## src/rtl/evt_capture_pkg.sv

```systemverilog
package evt_capture_pkg;
  typedef enum logic [1:0] {
    EDGE_OFF  = 2'b00,
    EDGE_RISE = 2'b01,
    EDGE_FALL = 2'b10,
    EDGE_ANY  = 2'b11
  } edge_sel_e;

  typedef enum logic [1:0] {
    SEQ_FIRST  = 2'b00,
    SEQ_SECOND = 2'b01,
    SEQ_DONE   = 2'b10
  } seq_state_e;
endpackage

```

## src/rtl/evt_sync.sv

```systemverilog
module evt_sync #(
  parameter int STAGES = 2
) (
  input  logic clk_i,
  input  logic rst_i,
  input  logic async_i,
  output logic sync_o
);
  logic [STAGES-1:0] chain_q;

  always_ff @(posedge clk_i) begin
    if (rst_i) chain_q <= '0;
    else       chain_q <= {chain_q[STAGES-2:0], async_i};
  end

  assign sync_o = chain_q[STAGES-1];
endmodule

```

## src/rtl/evt_edge_detect.sv

```systemverilog
module evt_edge_detect
  import evt_capture_pkg::*;
(
  input  logic      clk_i,
  input  logic      rst_i,
  input  logic      sync_i,
  input  edge_sel_e mode_i,
  output logic      hit_o,
  output logic      arm_o
);
  logic      prev_q;
  edge_sel_e mode_q;
  logic      rise, fall, sel;

  always_ff @(posedge clk_i) begin
    if (rst_i) begin
      prev_q <= 1'b0;
      mode_q <= EDGE_OFF;
    end else begin
      prev_q <= sync_i;
      mode_q <= mode_i;
    end
  end

  always_comb begin
    rise  = sync_i & ~prev_q;
    fall  = ~sync_i & prev_q;
    arm_o = (mode_q == EDGE_OFF) && (mode_i != EDGE_OFF);
    unique case (mode_i)
      EDGE_RISE: sel = rise;
      EDGE_FALL: sel = fall;
      EDGE_ANY:  sel = rise | fall;
      default:   sel = 1'b0;
    endcase
    hit_o = sel & ~arm_o;
  end
endmodule

```

## src/rtl/evt_capture_seq.sv

```systemverilog
module evt_capture_seq
  import evt_capture_pkg::*;
#(
  parameter int CNT_W = 32
) (
  input  logic             clk_i,
  input  logic             rst_i,
  input  logic             hit_i,
  input  logic             arm_i,
  input  logic             clr_i,
  input  logic             second_i,
  input  logic [CNT_W-1:0] count_i,
  output logic [CNT_W-1:0] cap1_o,
  output logic [CNT_W-1:0] cap2_o,
  output logic             flag_o
);
  seq_state_e seq_q;

  always_ff @(posedge clk_i) begin
    if (rst_i) begin
      seq_q  <= SEQ_FIRST;
      cap1_o <= '0;
      cap2_o <= '0;
      flag_o <= 1'b0;
    end else if (clr_i || arm_i) begin
      seq_q  <= SEQ_FIRST;
      flag_o <= 1'b0;
    end else if (hit_i) begin
      unique case (seq_q)
        SEQ_FIRST: begin
          cap1_o <= count_i;
          flag_o <= 1'b1;
          seq_q  <= second_i ? SEQ_SECOND : SEQ_DONE;
        end
        SEQ_SECOND: begin
          if (second_i) begin
            cap2_o <= count_i;
            flag_o <= 1'b1;
            seq_q  <= SEQ_DONE;
          end
        end
        default: ;
      endcase
    end
  end
endmodule

```

## src/rtl/evt_capture_unit.sv

```systemverilog
module evt_capture_unit
  import evt_capture_pkg::*;
#(
  parameter int CNT_W       = 32,
  parameter int SYNC_STAGES = 2
) (
  input  logic             clk_i,
  input  logic             rst_i,
  input  logic             evt_pin_i,
  input  logic [CNT_W-1:0] count_i,
  input  logic [1:0]       edge_mode_i,
  input  logic             second_mode_i,
  input  logic             flag_clr_i,
  output logic [CNT_W-1:0] cap1_o,
  output logic [CNT_W-1:0] cap2_o,
  output logic             cap_flag_o
);
  logic pin_sync, hit, arm;

  evt_sync #(.STAGES(SYNC_STAGES)) u_sync (
    .clk_i  (clk_i),
    .rst_i  (rst_i),
    .async_i(evt_pin_i),
    .sync_o (pin_sync)
  );

  evt_edge_detect u_edge (
    .clk_i (clk_i),
    .rst_i (rst_i),
    .sync_i(pin_sync),
    .mode_i(edge_sel_e'(edge_mode_i)),
    .hit_o (hit),
    .arm_o (arm)
  );

  evt_capture_seq #(.CNT_W(CNT_W)) u_seq (
    .clk_i   (clk_i),
    .rst_i   (rst_i),
    .hit_i   (hit),
    .arm_i   (arm),
    .clr_i   (flag_clr_i),
    .second_i(second_mode_i),
    .count_i (count_i),
    .cap1_o  (cap1_o),
    .cap2_o  (cap2_o),
    .flag_o  (cap_flag_o)
  );
endmodule

```

## config.mk

```make
export PLATFORM = sky130hd
export DESIGN_NAME = evt_capture_unit
export DESIGN_NICKNAME = d
export VERILOG_FILES = /design/src/rtl/evt_capture_pkg.sv /design/src/rtl/evt_sync.sv /design/src/rtl/evt_edge_detect.sv /design/src/rtl/evt_capture_seq.sv /design/src/rtl/evt_capture_unit.sv
export SDC_FILE = /design/constraint.sdc
export NUM_CORES = 1
export LEC_CHECK = 0
export BUFFER_PORTS_ARGS = -buffer_cell sky130_fd_sc_hd__buf_2
export CAP_MARGIN = 20
export CORE_ASPECT_RATIO = 0.9
export CORE_MARGIN = 4
export CORE_UTILIZATION = 40
export DETAILED_ROUTE_END_ITERATION = 16
export PLACE_DENSITY = 0.69
export SYNTH_ARGS = -nofsm -noshare
export SYNTH_HDL_FRONTEND = slang
export SYNTH_SLANG_ARGS = --single-unit
```

## constraint.sdc

```tcl
create_clock -name clk_i -period 1.85 [get_ports clk_i]
set_input_delay 0.37 -clock clk_i [delete_from_list [all_inputs] [get_ports clk_i]]
set_output_delay 0.37 -clock clk_i [all_outputs]
set_load 0.03 [all_outputs]
```

==> PnR_summary.wiki <==
{| class="wikitable"
! Metric !! Value
|-
| Transition time at the pin with the least slew margin || 0.431 ns
|-
| Worst Setup Start Kind || register
|-
| Largest net degree at the start of global routing || 49
|-
| Leak pwr || 1.91 nW
|-
| H-tree depth || 3
|-
| Req. time, crit path || 2.11 ns
|-
| Area added between synthesis and finish || 33.8%
|-
| Setup repair after global routing missed its margin || yes
|-
| Root buffer cell || sky130_fd_sc_hd__clkbuf_8
|-
| Yosys cell types || 20
|-
| Pwr per Cell Area || 806 mW/mm^2
|-
| CP Class || reg2reg
|-
| Count of max-cap constraint violations || 0
|-
| Max stage delay cell, worst path || sky130_fd_sc_hd__dfxtp_2
|-
| DRT iter0 DRCs || 30
|-
| Syn nets || 321
|-
| Hold violation total from the final report || 0
|-
| Shortest clock period the worst path allows after layout || 1.77 ns
|-
| Synthesized instance count || 280
|-
| Register clock-pin slew on the reported worst setup and hold paths || 0.08 ns
|-
| Final Power || 0.00322 W
|-
| Seq/Total Area, Yosys || 48.3%
|-
| First-pass GRT wire length || 11,000 um
|-
| Port-buffer cells || 103
|-
| TritonRoute pass-1 iters || 4
|-
| Vias per cell || 4.59
|-
| Source-to-sink clock delay at the later pin of the worst-skew pair || 0.34 ns
|-
| Mux contribution to synthesized area || 21.5%
|-
| Leading register cell type out of synthesis || sky130_fd_sc_hd__dfxtp_1
|-
| Placed wire-length estimate after detailed placement || 4580 um
|-
| Hold_buf cts || 0
|-
| Vertical extent of the die || 89.9 um
|-
| Highest ir drop seen on vdd || 601 uV
|-
| Routed length per placed instance || 13.2 um
|-
| Post-Route Skew || 0.00728 ns
|-
| Xor/xnor share of the synthesized area || 0%
|-
| Horizontal extent of the die || 99.0 um
|-
| Data arrival time at the worst-slack endpoint || 2.04 ns
|-
| Final weighted congestion in routability-driven placement || 0.685
|-
| Worst hold stages || 2
|-
| Mean area per synthesized cell || 10.6 um^2
|-
| Area of the core region || 0.00715 mm^2
|-
| Max-slew violation total from the final report || 0
|-
| Most repeated cell in the gate-level netlist after synthesis || sky130_fd_sc_hd__nand2b_1
|-
| Fraction of registers with async set/reset || 0%
|-
| Leading area contributor after synthesis || sky130_fd_sc_hd__dfxtp_1
|-
| Arithmetic-cell share of the synthesized area counting full adders, half adders and majority gates || 0.839%
|-
| Count of synthesis-stage warnings from yosys || 0
|-
| Worst min-delay path category || in2reg
|-
| Post-route design area || 0.00399 mm^2
|-
| Share of the synthesized area in compound gates (AO/OA/AOI/OAI) || 2.35%
|-
| Status || completed
|-
| Effective utilization at floorplan || 41.7%
|-
| Initial antenna violation count || 0
|-
| Post-Place Cell Area || 0.00363 mm^2
|-
| Final Cycle Share || 95.8%
|-
| Number of buffers created by CTS || 9
|-
| Leading cell types by total area after synthesis || sky130_fd_sc_hd__dfxtp_1 (48%), sky130_fd_sc_hd__mux2i_1 (21%), sky130_fd_sc_hd__nand2b_1 (21%)
|-
| Total routed wirelength || 6440 um
|-
| Number of global-route vias before repair || 2,323
|-
| Sum of overflow across all layers after global routing || 0
|-
| Area of the die || 0.00890 mm^2
|-
| Simple-gate share of the synthesized area || 23.5%
|-
| Number of DRC violations after detailed routing || 0
|-
| I/O pin count || 104
|-
| Mapped Area || 0.00298 mm^2
|-
| Dominant combinational cell family by area after synthesis || simple AND/OR/NAND/NOR gates
|-
| Number of enable flip-flop cells after synthesis || 0
|-
| CTS max path bufs || 2
|-
| Share of final-layout standard cells stronger than drive strength 1 || 35.8%
|-
| Cell types with the highest counts after synthesis || sky130_fd_sc_hd__nand2b_1 (99), sky130_fd_sc_hd__dfxtp_1 (72), sky130_fd_sc_hd__mux2i_1 (64), sky130_fd_sc_hd__clkbuf_1 (11), sky130_fd_sc_hd__nor2_1 (7)
|-
| Sum Neg Setup Slack || 0 ns
|-
| Nets@finish || 430
|-
| Vias after detailed routing || 2,233
|-
| Number of setup violations in the final report || 0
|-
| Floorplan row count || 29
|-
| Setup crit end kind || register
|-
| Critical path, cell by cell || inv_2 -> ha_4 -> nand2b_4 -> a311oi_4 -> nor3b_4 -> buf_6 -> buf_12 -> mux2i_1
|-
| Clock tree from TritonCTS || done
|-
| Synth Register Bits || 72
|-
| Highest attainable clock frequency || 0.564 GHz
|-
| Worst slew margin || 71.0%
|-
| Register-to-Register Path Depth || 8
|-
| Clk sink count || 72
|-
| Diodes inserted || 0
|-
| Highest fanout seen on the critical path || 8
|-
| Total routing resource utilization after global routing || 15.1%
|-
| Number of nets still failing antenna checks after routing || 0
|-
| Worst stage delay on the critical path || 0.34 ns
|-
| Share of the synthesized area in the top cell type || 48.3%
|}
path summary, 6_finish.rpt:
path / start / end / slack (ns)
worst max-delay path: u_sync.chain_q[1] / u_seq.cap2_o[12] / 0.08
worst min-delay path: evt_pin_i / u_sync.chain_q[0] / 0.24
worst max register to register: u_sync.chain_q[1] / u_seq.cap2_o[12] / 0.08
worst min register to register: u_sync.chain_q[0] / u_sync.chain_q[1] / 0.46
through the flow:
stage                     hold WS, ns  worst slack [ns]  utilization [%]  std cells
final                           0.237            0.0768             55.8        487
after floorplan                 0.414           0.00217                -        280
after CTS                       0.221           0.00294             55.5        487
after global placement          0.448           0.00943             50.7        465
after global routing            0.250           -0.0454             55.8        487
after detailed placement        0.462            -0.120             50.7        465
registers in the layout, indices dropped and copies added, names as in the netlist:
name and cells:
u_edge.mode_q 2, u_edge.prev_q 1, u_seq.cap1_o 32, u_seq.cap2_o 32, u_seq.flag_o 1, u_seq.seq_q 2, u_sync.chain_q 2
area by class of cell:
class,count,area [um^2]
sequential,72,1440
tap,93,116
inverter,2,7.51
multi-input combinational,188,1470
clock inverter,5,80.1
timing repair buffer,116,727
fill,640,3160
clock buffer,11,141
worst max-delay path: cells and delay by family, from the launching register on:
| family | cells | cell delay, ns |
|---|---|---|
| AOI/OAI and AO/OA | 1 | 0.21 |
| and+or+nand+nor | 2 | 0.41 |
| buffers and inverters | 3 | 0.36 |
| DFF | 1 | 0.34 |
| adders and majority gates | 1 | 0.20 |
| muxes | 1 | 0.18 |
layout by cell type (no fill, tap or decap):
master                       synthesis  layout
sky130_fd_sc_hd__buf_2               3     103
sky130_fd_sc_hd__nand2b_1           99      98
sky130_fd_sc_hd__dfxtp_1            72      70
sky130_fd_sc_hd__mux2i_1            64      64
sky130_fd_sc_hd__clkbuf_8            0      10
sky130_fd_sc_hd__nor2_1              7       7
sky130_fd_sc_hd__buf_12              0       6
sky130_fd_sc_hd__nor2b_1             4       4
sky130_fd_sc_hd__buf_6               3       3
sky130_fd_sc_hd__nand2b_4            1       2
sky130_fd_sc_hd__a21oi_1             3       2
sky130_fd_sc_hd__clkinvlp_4          0       2
sky130_fd_sc_hd__bufinv_16           0       2
sky130_fd_sc_hd__buf_4               1       2
sky130_fd_sc_hd__dfxtp_2             0       2
sky130_fd_sc_hd__inv_2               0       1
sky130_fd_sc_hd__a21oi_2             0       1
sky130_fd_sc_hd__o21bai_1            1       1
sky130_fd_sc_hd__a311oi_4            1       1
sky130_fd_sc_hd__nand2_2             0       1
sky130_fd_sc_hd__nand2_1             2       1
sky130_fd_sc_hd__nor3b_4             0       1
sky130_fd_sc_hd__o31ai_1             1       1
sky130_fd_sc_hd__a211oi_1            1       1
sky130_fd_sc_hd__a31oi_1             1       1
sky130_fd_sc_hd__inv_1               2       1
sky130_fd_sc_hd__ha_4                0       1
sky130_fd_sc_hd__ha_1                2       1
sky130_fd_sc_hd__clkinv_2            0       1
sky130_fd_sc_hd__clkbuf_1           11       1
sky130_fd_sc_hd__buf_16              0       1
sky130_fd_sc_hd__buf_8               0       1
per-layer routing:
layer  up-vias  routed length, um  global-route usage [%]
met3         7                510                    6.27
li1       1132                  -                       -
met5         -                  0                       0
met1      1023               2880                    18.4
met4         0                 77                    4.78
met2        71               2980                    24.3
logic make-up after synthesis:
family,after synthesis
fa+ha+maj,2
buf+inv,20
simple gates,114
flops,72
compound gates,8
mux,64
where the power goes:
group | leakage [nW] | switching [W] | internal (W) | total, W
combinational | 1.22 | 0.000139 | 0.000130 | 0.000269
clock | 0.106 | 0.000567 | 0.000794 | 0.00136
sequential | 0.583 | 0.0000121 | 0.00157 | 0.00159
total | 1.91 | 0.000719 | 0.00250 | 0.00322
repair_timing:
action                     CTS  global route
pin swaps                    2             1
cloned                       3             0
setup endpoints to repair   32            50
buffers inserted             3             0
hold endpoints to repair     0             0
resized for setup           16             5
Power figures use the tool's default switching activity.
